--- src/rtl/anpc_pkg.sv ---
package anpc_pkg;

  // Demand or gate levels of the three complementary pairs of the leg.
  typedef struct packed {
    logic a;
    logic a_c;
    logic b;
    logic b_c;
    logic c;
    logic c_c;
  } gate_set_t;

  // Symmetric triangle: rises 0..half over the first half period, falls back after.
  function automatic int unsigned carrier_at(int unsigned phase, int unsigned half);
    return (phase <= half) ? phase : (2 * half - phase);
  endfunction

  // Absolute value of the reference, clipped to the carrier peak.
  function automatic int unsigned ref_mag(int signed val, int unsigned half);
    int unsigned m;
    m = (val < 0) ? unsigned'(-val) : unsigned'(val);
    return (m > half) ? half : m;
  endfunction

  // Lead comparator: inclusive threshold on the doubled carrier.
  function automatic logic lead_on(int unsigned car, int unsigned mag, int unsigned half);
    return (2 * car + mag) >= half;
  endfunction

  // Lag comparator: strict threshold breaks the tie at zero magnitude;
  // full magnitude holds it on across the carrier peak.
  function automatic logic lag_on(int unsigned car, int unsigned mag, int unsigned half);
    return (mag >= half) || ((2 * car + mag) > half);
  endfunction

endpackage

--- src/rtl/anpc_carrier.sv ---
module anpc_carrier #(
  parameter int unsigned HALF  = 50,
  parameter int          PH_W  = $clog2(2 * HALF),
  parameter int          CAR_W = $clog2(HALF + 1)
) (
  input  logic             clk,
  input  logic             rst,
  input  logic             en,
  output logic             wrap,
  output logic [CAR_W-1:0] car_lead,
  output logic [CAR_W-1:0] car_lag
);
  import anpc_pkg::*;

  localparam int unsigned PER = 2 * HALF;

  logic [PH_W-1:0] phase_q;

  assign wrap = (phase_q == PH_W'(PER - 1));

  always_ff @(posedge clk) begin
    if (rst) begin
      phase_q <= '0;
    end else if (!en || wrap) begin
      phase_q <= '0;
    end else begin
      phase_q <= phase_q + 1'b1;
    end
  end

  // One counter feeds both carriers; the lag carrier is the lead one
  // moved by half a period, which for a triangle is its mirror about HALF/2.
  assign car_lead = CAR_W'(carrier_at(32'(phase_q), HALF));
  assign car_lag  = CAR_W'(HALF) - car_lead;

endmodule

--- src/rtl/anpc_ref_latch.sv ---
module anpc_ref_latch #(
  parameter int unsigned HALF  = 50,
  parameter int          REF_W = 12,
  parameter int          CAR_W = $clog2(HALF + 1)
) (
  input  logic                    clk,
  input  logic                    rst,
  input  logic                    en,
  input  logic                    wrap,
  input  logic signed [REF_W-1:0] ref_in,
  output logic [CAR_W-1:0]        mag_q,
  output logic                    neg_q
);
  import anpc_pkg::*;

  logic load;

  // Capture at the valley only; while idle follow the input every clock.
  assign load = !en || wrap;

  always_ff @(posedge clk) begin
    if (rst) begin
      mag_q <= '0;
      neg_q <= 1'b0;
    end else if (load) begin
      mag_q <= CAR_W'(ref_mag(int'(ref_in), HALF));
      neg_q <= ref_in[REF_W-1];
    end
  end

endmodule

--- src/rtl/anpc_leg_map.sv ---
module anpc_leg_map #(
  parameter int unsigned HALF  = 50,
  parameter int          CAR_W = $clog2(HALF + 1)
) (
  input  logic                 en,
  input  logic [CAR_W-1:0]     mag,
  input  logic                 neg,
  input  logic [CAR_W-1:0]     car_lead,
  input  logic [CAR_W-1:0]     car_lag,
  output anpc_pkg::gate_set_t  dem
);
  import anpc_pkg::*;

  logic on_lead;
  logic on_lag;

  assign on_lead = lead_on(32'(car_lead), 32'(mag), HALF);
  assign on_lag  = lag_on(32'(car_lag), 32'(mag), HALF);

  always_comb begin
    dem = '0;
    if (en) begin
      if (!neg) begin
        dem.a   = on_lead;
        dem.a_c = !on_lead;
        dem.b   = on_lag;
        dem.b_c = !on_lag;
        dem.c   = on_lead;
        dem.c_c = 1'b0;
      end else begin
        dem.b_c = on_lead;
        dem.b   = !on_lead;
        dem.a_c = on_lag;
        dem.a   = !on_lag;
        dem.c_c = on_lead;
        dem.c   = 1'b0;
      end
    end
  end

endmodule

--- src/rtl/anpc_dead_pair.sv ---
module anpc_dead_pair #(
  parameter int unsigned DEAD  = 3,
  parameter int          GAP_W = $clog2(DEAD + 1)
) (
  input  logic clk,
  input  logic rst,
  input  logic dem_p,
  input  logic dem_n,
  output logic out_p,
  output logic out_n
);
  logic [GAP_W-1:0] gap_q;
  logic             may_rise;

  // gap_q counts clocks with both devices off; the rising edge itself is
  // the last off clock, hence the minus one.
  assign may_rise = (gap_q >= GAP_W'(DEAD - 1));

  always_ff @(posedge clk) begin
    if (rst) begin
      out_p <= 1'b0;
      out_n <= 1'b0;
      gap_q <= '0;
    end else begin
      out_p <= dem_p && (out_p || (!out_n && may_rise));
      out_n <= dem_n && (out_n || (!out_p && may_rise));
      if (out_p || out_n) begin
        gap_q <= '0;
      end else if (gap_q != GAP_W'(DEAD)) begin
        gap_q <= gap_q + 1'b1;
      end
    end
  end

endmodule

--- src/rtl/anpc_gate_gen.sv ---
module anpc_gate_gen #(
  parameter int unsigned HALF  = 50,
  parameter int          REF_W = 12,
  parameter int unsigned DEAD  = 3
) (
  input  logic                    clk,
  input  logic                    rst,
  input  logic                    en,
  input  logic signed [REF_W-1:0] ref_in,
  output logic                    gate_a,
  output logic                    gate_a_c,
  output logic                    gate_b,
  output logic                    gate_b_c,
  output logic                    gate_c,
  output logic                    gate_c_c
);
  import anpc_pkg::*;

  localparam int PH_W  = $clog2(2 * HALF);
  localparam int CAR_W = $clog2(HALF + 1);
  localparam int GAP_W = $clog2(DEAD + 1);
  localparam int NPAIR = 3;

  logic             wrap;
  logic [CAR_W-1:0] car_lead;
  logic [CAR_W-1:0] car_lag;
  logic [CAR_W-1:0] mag_q;
  logic             neg_q;
  gate_set_t        dem;
  logic [NPAIR-1:0] dem_p;
  logic [NPAIR-1:0] dem_n;
  logic [NPAIR-1:0] out_p;
  logic [NPAIR-1:0] out_n;

  anpc_carrier #(.HALF(HALF), .PH_W(PH_W), .CAR_W(CAR_W)) u_carrier (
    .clk      (clk),
    .rst      (rst),
    .en       (en),
    .wrap     (wrap),
    .car_lead (car_lead),
    .car_lag  (car_lag)
  );

  anpc_ref_latch #(.HALF(HALF), .REF_W(REF_W), .CAR_W(CAR_W)) u_ref (
    .clk    (clk),
    .rst    (rst),
    .en     (en),
    .wrap   (wrap),
    .ref_in (ref_in),
    .mag_q  (mag_q),
    .neg_q  (neg_q)
  );

  anpc_leg_map #(.HALF(HALF), .CAR_W(CAR_W)) u_map (
    .en       (en),
    .mag      (mag_q),
    .neg      (neg_q),
    .car_lead (car_lead),
    .car_lag  (car_lag),
    .dem      (dem)
  );

  assign dem_p = {dem.c, dem.b, dem.a};
  assign dem_n = {dem.c_c, dem.b_c, dem.a_c};

  for (genvar i = 0; i < NPAIR; i++) begin : g_pair
    anpc_dead_pair #(.DEAD(DEAD), .GAP_W(GAP_W)) u_dead (
      .clk   (clk),
      .rst   (rst),
      .dem_p (dem_p[i]),
      .dem_n (dem_n[i]),
      .out_p (out_p[i]),
      .out_n (out_n[i])
    );
  end

  assign gate_a   = out_p[0];
  assign gate_a_c = out_n[0];
  assign gate_b   = out_p[1];
  assign gate_b_c = out_n[1];
  assign gate_c   = out_p[2];
  assign gate_c_c = out_n[2];

endmodule

--- config.mk ---
export PLATFORM = sky130hd
export DESIGN_NAME = anpc_gate_gen
export DESIGN_NICKNAME = d
export VERILOG_FILES = /design/src/rtl/anpc_pkg.sv /design/src/rtl/anpc_carrier.sv /design/src/rtl/anpc_ref_latch.sv /design/src/rtl/anpc_leg_map.sv /design/src/rtl/anpc_dead_pair.sv /design/src/rtl/anpc_gate_gen.sv
export SDC_FILE = /design/constraint.sdc
export NUM_CORES = 1
export LEC_CHECK = 0
export BUFFER_PORTS_ARGS = -buffer_cell sky130_fd_sc_hd__buf_2
export CAP_MARGIN = 20
export CORE_ASPECT_RATIO = 1.5
export CORE_MARGIN = 3
export CORE_UTILIZATION = 40
export CTS_BUF_LIST = sky130_fd_sc_hd__clkbuf_8
export DETAILED_ROUTE_END_ITERATION = 10
export GPL_ROUTABILITY_DRIVEN = 0
export SLEW_MARGIN = 20
export SYNTH_ARGS = -nofsm -noshare
export SYNTH_HDL_FRONTEND = slang
export SYNTH_HIERARCHICAL = 1
export SYNTH_SLANG_ARGS = --single-unit
--- constraint.sdc ---
create_clock -name clk -period 4 [get_ports clk]
set_input_delay 0.8 -clock clk [delete_from_list [all_inputs] [get_ports clk]]
set_output_delay 0.8 -clock clk [all_outputs]
set_load 0.01 [all_outputs]
==> impl_table.tex, run 1 <==
\begin{tabular}{lr}
\hline
Metric & Value \\
\hline
\multicolumn{2}{l}{\textbf{Die}} \\
\quad DIE AREA & 6560 sq um \\
\quad Vertical die dimension & 97.7 microns \\
\quad Number of top-level pins & 21 \\
\quad Std-Cell Rows & 32 \\
\quad Die width & 67.1 microns \\
\quad Effective utilization at floorplan & 42.4\% \\
\quad Area of the core & 5290 sq um \\
\multicolumn{2}{l}{\textbf{Hold path}} \\
\quad Path type of the worst min-delay path & flip-flop to flip-flop \\
\quad Worst Hold Launch & u\_ref/neg\_q \\
\quad Worst hold path cell count & 2 \\
\quad Worst hold path endpoint & u\_ref/neg\_q \\
\multicolumn{2}{l}{\textbf{Global route}} \\
\quad All-Layer GR Usage & 14.6\% \\
\quad Wire length of the first global-routing pass & 7720 microns \\
\quad Largest net degree at the start of global routing & 19 \\
\quad Number of antenna violations at the first check in global routing & 0 \\
\quad Via count of the first global-routing pass & 1,732 \\
\quad Global route overflow & 0 \\
\multicolumn{2}{l}{\textbf{Route}} \\
\quad Mean number of vias per cell & 5.30 \\
\quad First-iteration detailed-routing DRC count & 58 \\
\quad Total Wirelength & 4390 microns \\
\quad Count of TritonRoute iterations in the first routing pass & 4 \\
\quad Wire per inst & 13.1 microns \\
\quad ANT nets after route & 0 \\
\quad Remaining design rule violation count & 0 \\
\quad Total via count after detailed routing & 1,769 \\
\multicolumn{2}{l}{\textbf{Finish}} \\
\quad Area occupied by multi-input gates & 1550 sq um \\
\quad Filler cell count in the final layout & 565 \\
\quad Number of antenna cells inserted & 0 \\
\quad Layout net count & 302 \\
\quad Layout cells sized above 1 & 24.8\% \\
\quad Sequential cell area & 520 sq um \\
\quad Post-synthesis to final-layout area growth & 7.81\% \\
\quad Area of all placed cells without fillers & 2420 sq um \\
\multicolumn{2}{l}{\textbf{STA}} \\
\quad Max-slew violations & 0 \\
\quad Fraction of the cycle the final worst path needs & 86.5\% \\
\quad Slew of the pin with the lowest slew margin & 530 ps \\
\quad Relative slew slack & 64.6\% \\
\quad Clock skew & 7.56 ps \\
\quad Shortest period the worst path allows & 3460 ps \\
\quad Final hold violation count & 0 \\
\quad Post-route setup TNS & 0 ps \\
\quad Finish-stage setup viols & 0 \\
\quad Max Clk Rate & 289 MHz \\
\quad Setup repair after global routing missed its margin & false \\
\multicolumn{2}{l}{\textbf{Clock network}} \\
\quad Maximum clock path buffer count & 2 \\
\quad Sink Count & 26 \\
\quad Clk Latency, worst-skew pair & 270 ps \\
\quad TritonCTS clock tree & done \\
\quad Hold buffers post-CTS & 0 \\
\quad Clock Tree Root & clkbuf\_8 \\
\quad Register clock-pin slew on the reported worst setup and hold paths & 100 ps \\
\quad Clock buffers created by TritonCTS & 3 \\
\quad Number of H-tree levels & 1 \\
\quad Post-CTS Setup Inserts & 0 \\
\quad CTS resizes & 0 \\
\multicolumn{2}{l}{\textbf{Logic synthesis}} \\
\quad Unique cell type count in the Yosys netlist & 64 \\
\quad Async S/R FF share, synth & 0\% \\
\quad Share of the synthesized area in the top cell type & 23.2\% \\
\quad Number of warning messages in the yosys log & 6 \\
\quad Count of flip-flops with a built-in enable after synthesis & 0 \\
\quad Leading cell type by number of instances after synthesis & dfxtp\_1 \\
\quad Portion of the post-synthesis area used by sequential elements & 23.2\% \\
\quad Number of synthesized register bits & 26 \\
\quad Most numerous cell types in the synthesized netlist & dfxtp\_1 (26), inv\_1 (22), nor2\_1 (21) \\
\quad Cell type with the largest total area after synthesis & dfxtp\_1 \\
\quad Top cells by area in the synthesized netlist & dfxtp\_1 (23\%), ha\_1 (10\%), xnor2\_1 (5.1\%) \\
\quad Most used flip-flop cell after synthesis & dfxtp\_1 \\
\quad Average cell area after synthesis & 8.97 sq um \\
\quad Post-synthesis instance total & 250 \\
\quad Summed instance area of the synthesized netlist & 2240 sq um \\
\quad Synthesized netlist net count & 285 \\
\multicolumn{2}{l}{\textbf{Placement}} \\
\quad Final HPWL DP & 3560 microns \\
\quad \# port buffers & 20 \\
\quad Placement Cell Area & 2350 sq um \\
\multicolumn{2}{l}{\textbf{Worst setup path}} \\
\quad Worst reg2reg path startpoint & u\_carrier/phase\_q[1] \\
\quad Worst Reg-to-Reg Cells & 17 \\
\quad Reg-to-reg slack, setup & 540 ps \\
\quad Data required, critical path & 4220 ps \\
\quad Type of the worst setup path & flip-flop to flip-flop \\
\quad Reg-to-reg critical path endpoint & g\_pair[1].u\_dead/out\_p \\
\quad Arrival time worst endpoint & 3680 ps \\
\quad Capturing element type of the critical path & flip-flop \\
\quad Crit path max fanout & 7 \\
\quad Startpoint type of the worst setup path & flip-flop \\
\multicolumn{2}{l}{\textbf{Pwr}} \\
\quad Peak supply drop & 0.158 mV \\
\quad Pwr Density & 286 nW/um\^{}2 \\
\quad Total leakage power & 1.05 nW \\
\multicolumn{2}{l}{\textbf{Run status}} \\
\quad Result of the run & finished clean \\
\multicolumn{2}{l}{\textbf{Flow run}} \\
\quad Total of max-cap violations & 0 \\
\hline
\end{tabular}
==> state kept, by name, indices dropped and copies added (netlist names) <==
| name | flops |
|---|---|
| g_pair.u_dead/out_n | 3 |
| u_carrier/phase_q | 7 |
| u_ref/mag_q | 6 |
| u_ref/neg_q | 1 |
| g_pair.u_dead/gap_q | 6 |
| g_pair.u_dead/out_p | 3 |
==> placed cells by master, fill, tap and decap left out, types with 3 or more instances in the layout <==
master / n
o21ai_0: 8
ha_1: 18
o21ai_2: 3
a21oi_1: 8
o211a_1: 6
nand3_1: 4
nand2b_1: 5
buf_2: 20
nand2_1: 17
nor2_1: 21
inv_1: 22
mux2i_1: 3
and3_1: 3
a21oi_2: 3
nor4_2: 7
nor2b_1: 7
dfxtp_1: 26
a211oi_2: 3
clkbuf_8: 3
xor2_1: 7
xnor2_1: 13
nor2_2: 8
==> routing by layer <==
metal | share of wire, % | global-route usage (%) | up-vias | wire (microns)
li1 | - | - | 909 | -
met1 | 41 | 16.5 | 841 | 1790
met2 | 57 | 27.5 | 17 | 2480
met3 | 1.8 | 1.74 | 2 | 80
met4 | 0.73 | 3.75 | 0 | 32
met5 | 0 | 0 | - | 0
==> layout make-up <==
type | instances | share of cell area [%]
clock inverters | 1 | 1.24
inverters | 23 | 3.57
flip-flops and latches | 26 | 21.5
clock buffers | 3 | 1.71
repair buffers | 21 | 4.45
multi-input cells | 192 | 64.0
well taps | 68 | 3.52
==> kinds of logic after synthesis <==
family	synth area share, %
adders and majority gates	11.8
DFF	23.2
muxes	1.84
xor gates and xnor gates	8.53
and+or+nand+nor	24.8
buffers and inverters	7.81
AOI/OAI and AO/OA	22.0
==> through the flow <==
step	util [%]	std cells	total power [W]	hold WS, ps	setup slack, ps
after CTS	45.8	334	0.000703	488	582
after detailed placement	44.4	330	0.000476	470	617
after floorplan	-	250	0.000439	435	764
after global placement	44.4	330	0.000470	448	671
final	45.8	334	0.000692	484	539
after global routing	45.8	334	0.000737	518	186
==> how the worst max path moves through the flow <==
stage / from / endpoint / slack (ps) / depth (start not counted)
6_report: u_carrier/phase_q[1] / g_pair[1].u_dead/out_p / 540 / 17
5_1_grt: u_carrier/phase_q[1] / g_pair[1].u_dead/out_p / 190 / 17
4_1_cts: u_carrier/phase_q[1] / g_pair[1].u_dead/out_p / 580 / 17
3_5_place_dp: u_carrier/phase_q[1] / g_pair[1].u_dead/out_p / 620 / 17
3_3_place_gp: u_carrier/phase_q[0] / g_pair[0].u_dead/out_p / 670 / 15
2_1_floorplan: u_carrier/phase_q[0] / g_pair[1].u_dead/out_p / 760 / 18
==> where the power goes <==
group | switching, W | internal, W
clock network | 0.0000902 | 0.000134
registers | 0.0000234 | 0.000285
logic | 0.0000835 | 0.0000760
==> worst max-delay path, stage by stage, from the launching register on <==
cell and delay [ps]:
dfxtp_1 480, ha_1 240, nand2b_1 110, a21oi_1 80, nor2_1 240, nand2_1 110
o21ai_0 100, ha_1 180, inv_1 60, xnor2_1 120, ha_1 360, a21oi_2 190
and3_1 200, nor2b_2 150, a211oi_2 50, o311ai_2 390, a22o_1 210, o211a_1 120
(Power assumes the default switching activity.)
==> run 2, diff against run 1 <==
--- a/config.mk
+++ b/config.mk
@@ -5,6 +5,7 @@
 export SDC_FILE = /design/constraint.sdc
 export NUM_CORES = 1
 export LEC_CHECK = 0
+export ABC_AREA = 1
 export BUFFER_PORTS_ARGS = -buffer_cell sky130_fd_sc_hd__buf_2
 export CAP_MARGIN = 20
 export CORE_ASPECT_RATIO = 1.5
==> impl_table.tex, run 2 <==
\begin{tabular}{lr}
\hline
Metric & Value \\
\hline
\multicolumn{2}{l}{\textbf{Logic synthesis}} \\
\quad Number of synthesized register bits & 26 (unchanged) \\
\quad Top cells by area in the synthesized netlist & dfxtp\_1 (22\%), nand2\_1 (16\%), inv\_1 (11\%) \\
\quad Async S/R FF share, synth & 0\% (unchanged) \\
\quad Unique cell type count in the Yosys netlist & 30 (-53\%) \\
\quad Synthesized netlist net count & 416 (+46\%) \\
\quad Number of warning messages in the yosys log & 6 (unchanged) \\
\quad Average cell area after synthesis & 6.18 sq um (-31\%) \\
\quad Most used flip-flop cell after synthesis & dfxtp\_1 \\
\quad Summed instance area of the synthesized netlist & 2350 sq um (+5.0\%) \\
\quad Count of flip-flops with a built-in enable after synthesis & 0 (unchanged) \\
\quad Leading cell type by number of instances after synthesis & nand2\_1 \\
\quad Portion of the post-synthesis area used by sequential elements & 22.1\% (-1.1 points) \\
\quad Cell type with the largest total area after synthesis & dfxtp\_1 \\
\quad Post-synthesis instance total & 381 (+52\%) \\
\quad Share of the synthesized area in the top cell type & 22.1\% (-1.1 points) \\
\quad Most numerous cell types in the synthesized netlist & nand2\_1 (99), inv\_1 (72), nor2\_1 (51) \\
\multicolumn{2}{l}{\textbf{Clock network}} \\
\quad Clock Tree Root & clkbuf\_8 \\
\quad CTS resizes & 0 (unchanged) \\
\quad Post-CTS Setup Inserts & 0 (unchanged) \\
\quad Number of H-tree levels & 1 (unchanged) \\
\quad Maximum clock path buffer count & 2 (unchanged) \\
\quad Sink Count & 26 (unchanged) \\
\quad Clk Latency, worst-skew pair & 270 ps (about the same) \\
\quad Clock buffers created by TritonCTS & 3 (unchanged) \\
\quad Register clock-pin slew on the reported worst setup and hold paths & 90 ps (about the same) \\
\quad Hold buffers post-CTS & 0 (unchanged) \\
\quad TritonCTS clock tree & done \\
\multicolumn{2}{l}{\textbf{Global route}} \\
\quad Number of antenna violations at the first check in global routing & 0 (unchanged) \\
\quad M3 GR Usage & 2.02\% (+0.28 points) \\
\quad Wire length of the first global-routing pass & 8450 microns (+9.4\%) \\
\quad GRT met2 Usage & 28.3\% (+0.76 points) \\
\quad Via count of the first global-routing pass & 2,119 (+22\%) \\
\quad Most heavily used metal layer in global routing & met2 \\
\quad Global route overflow & 0 (unchanged) \\
\quad GR met1 Demand/Resource & 17.1\% (+0.60 points) \\
\quad All-Layer GR Usage & 15.1\% (+0.57 points) \\
\quad Largest net degree at the start of global routing & 15 (-4) \\
\multicolumn{2}{l}{\textbf{Worst setup path}} \\
\quad Data required, critical path & 4210 ps (about the same) \\
\quad Worst setup path start & u\_carrier/phase\_q[0] \\
\quad Most common cell type on the critical path & nand2\_1 \\
\quad CP peak stage delay & 540 ps (+60 ps) \\
\quad Reg-to-reg critical path endpoint & g\_pair[1].u\_dead/out\_n \\
\quad Crit path max fanout & 8 (+1) \\
\quad Capturing element type of the critical path & flip-flop \\
\quad Series of cell instances along the critical path & inv\_1, ha\_1, nand3\_2, nand2\_4, nand2\_1, nand2\_1, ha\_1, inv\_1, nand2\_1, o21ai\_0, nand2\_1, ha\_1, a21oi\_1, nand3\_1, nand2\_1, nand2\_1, nor2\_2, nand3\_1, a21oi\_1, nand2\_1, a21oi\_1 \\
\quad Worst Reg-to-Reg Cells & 21 (+4) \\
\quad Highest-delay cell along the critical path & dfxtp\_1 \\
\quad Type of the worst setup path & flip-flop to flip-flop \\
\quad Worst reg2reg path startpoint & u\_carrier/phase\_q[0] \\
\quad Startpoint type of the worst setup path & flip-flop \\
\quad Arrival time worst endpoint & 3340 ps (-340 ps) \\
\quad Reg-to-reg slack, setup & 870 ps (+330 ps) \\
\multicolumn{2}{l}{\textbf{Finish}} \\
\quad Layout net count & 437 (+45\%) \\
\quad Most used cells in the layout excluding fill and tap cells & nand2\_1 (99), inv\_1 (72), nor2\_1 (51) \\
\quad Post-synthesis to final-layout area growth & 8.71\% \\
\quad Number of antenna cells inserted & 0 (unchanged) \\
\quad Max FFs per register & 7 (unchanged) \\
\quad Most common library cell in the layout ignoring fill and taps & nand2\_1 \\
\quad Largest Register & u\_carrier/phase\_q \\
\quad Area of all placed cells without fillers & 2560 sq um (+5.8\%) \\
\quad Layout cells sized above 1 & 13.2\% (-12 points) \\
\quad Biggest regs & u\_carrier/phase\_q: 7 flops, g\_pair.u\_dead/gap\_q: 6 flops, u\_ref/mag\_q: 6 flops \\
\quad Final cell count without fillers & 471 (+41\%) \\
\multicolumn{2}{l}{\textbf{STA}} \\
\quad Fraction of the cycle the final worst path needs & 78.3\% (-8.3 points) \\
\quad Max-slew violations & 0 (unchanged) \\
\quad Relative slew slack & 72.1\% (+7.5 points) \\
\quad Setup repair after global routing missed its margin & false \\
\quad Min Hold Slack & 464 ps (-19.8 ps) \\
\quad Shortest period the worst path allows & 3130 ps (-331 ps) \\
\quad Final hold violation count & 0 (unchanged) \\
\quad Max Clk Rate & 319 MHz (+11\%) \\
\quad Slew of the pin with the lowest slew margin & 414 ps (-116 ps) \\
\quad Clock skew & 4.86 ps (-2.69 ps) \\
\quad Finish-stage setup viols & 0 (unchanged) \\
\quad Post-route setup TNS & 0 ps (unchanged) \\
\multicolumn{2}{l}{\textbf{Pwr}} \\
\quad Power share of the combinational group & 23.6\% (+0.5 points) \\
\quad Total power after layout & 0.000612 W (-12\%) \\
\quad Switch share & 30.6\% (+2.1 points) \\
\quad Sequential fraction of design power & 48.5\% (+4.0 points) \\
\quad Total leakage power & 1.37 nW (+31\%) \\
\quad Clk network pwr share & 27.9\% (-4.5 points) \\
\quad Peak supply drop & 0.142 mV (-9.9\%) \\
\quad Pwr Density & 239 nW/um\^{}2 (-16\%) \\
\quad Internal power consumption & 0.000424 W (-14\%) \\
\quad Switching power & 0.000187 W (-5.0\%) \\
\multicolumn{2}{l}{\textbf{Die}} \\
\quad Vertical die dimension & 100 microns (+2.3\%) \\
\quad Std-Cell Rows & 33 (+3.1\%) \\
\quad Effective utilization at floorplan & 42.2\% (-0.20 points) \\
\quad DIE AREA & 6860 sq um (+4.6\%) \\
\quad Number of top-level pins & 21 (unchanged) \\
\quad Area of the core & 5570 sq um (+5.5\%) \\
\quad Die width & 68.6 microns (+2.2\%) \\
\multicolumn{2}{l}{\textbf{Route}} \\
\quad Total Wirelength & 4590 microns (+4.7\%) \\
\quad First-iteration detailed-routing DRC count & 44 (-24\%) \\
\quad Total via count after detailed routing & 2,195 (+24\%) \\
\quad Remaining design rule violation count & 0 (unchanged) \\
\quad Count of TritonRoute iterations in the first routing pass & 4 (unchanged) \\
\quad Wire per inst & 9.75 microns (-26\%) \\
\quad ANT nets after route & 0 (unchanged) \\
\quad Mean number of vias per cell & 4.66 (-12\%) \\
\multicolumn{2}{l}{\textbf{Flow run}} \\
\quad Total of max-cap violations & 0 (unchanged) \\
\multicolumn{2}{l}{\textbf{Run status}} \\
\quad Result of the run & finished clean \\
\multicolumn{2}{l}{\textbf{Placement}} \\
\quad \# port buffers & 20 (unchanged) \\
\quad Placement Cell Area & 2500 sq um (+6.7\%) \\
\quad Final HPWL DP & 3900 microns (+9.5\%) \\
\quad Placed Instances & 467 (+42\%) \\
\multicolumn{2}{l}{\textbf{Hold path}} \\
\quad Worst Hold Launch & u\_ref/mag\_q[0] \\
\quad Worst hold path endpoint & u\_ref/mag\_q[0] \\
\quad Worst hold path cell count & 2 (unchanged) \\
\quad Path type of the worst min-delay path & flip-flop to flip-flop \\
\hline
\end{tabular}
[run 2: cell types whose count changed in the layout (fill, tap and decap cells not counted), moves of 5 or more]
cell      before  now
a21oi_1        8   18
inv_1         22   72
nand2_1       17   99
nand2_2        0   11
nand2b_1       5    0
nand3_1        4   28
nand4_1        0    8
nor2_1        21   51
nor2b_1        7    0
nor4_2         7    0
o211a_1        6    0
xnor2_1       13    1
[run 2: cell families (layout without fill, tap and decap cells)]
logic type | count (synthesis) | count (layout) | share of synthesized area (%)
xor+xnor | 9 | 9 | 4.30
buf+inv | 79 | 99 | 13.6
flops | 26 | 26 | 22.1
simple gates | 217 | 217 | 41.4
fa+ha+maj | 20 | 20 | 11.3
compound gates | 30 | 30 | 7.28
[run 2: stage by stage]
stage | setup WS [ps] | utilization, %
after global placement | 955 | 44.9
after floorplan | 1190 | -
after global routing | 415 | 45.9
after CTS | 849 | 45.9
after detailed placement | 891 | 44.9
final | 870 | 45.9
[run 2: critical path: cells and delay by family, from the launching register on]
| kind | cells | cell delay (ps) |
|---|---|---|
| and+or+nand+nor | 12 | 970 |
| adders and majority gates | 3 | 780 |
| AOI/OAI and AO/OA | 4 | 570 |
| DFF | 1 | 540 |
| buffers and inverters | 2 | 200 |
[run 2: power groups by stage]
stage / Combinational, W / Sequential (W) / Clock [W]
floorplan: 0.000113 / 0.000298 / 0
detailed placement: 0.000146 / 0.000303 / 0
global placement: 0.000142 / 0.000302 / 0
finish: 0.000144 / 0.000297 / 0.000171
CTS: 0.000147 / 0.000297 / 0.000181
global route: 0.000170 / 0.000301 / 0.000192
[run 2: metal layers]
layer	routed length, microns	vias up
met5	0	-
met4	127	0
met3	144	13
met2	2370	34
met1	1950	940
li1	-	1208
[run 2: worst max path at each step]
stage          cells past startpoint  slack (ps)                endpoint
5_1_grt                           23         410  g_pair[1].u_dead/out_n
4_1_cts                           19         850  g_pair[1].u_dead/out_n
3_3_place_gp                      19         950  g_pair[1].u_dead/out_n
3_5_place_dp                      19         890  g_pair[1].u_dead/out_n
2_1_floorplan                     19        1190  g_pair[0].u_dead/out_p
6_report                          21         870  g_pair[1].u_dead/out_n
[run 2: layout make-up]
cell class,instances,area [sq um]
fillers,613,3010
multi-input cells,276,1510
flip-flops and latches,26,520
inverters,75,283
repair buffers,20,100
well taps,70,87.6
clock buffers,4,55.1
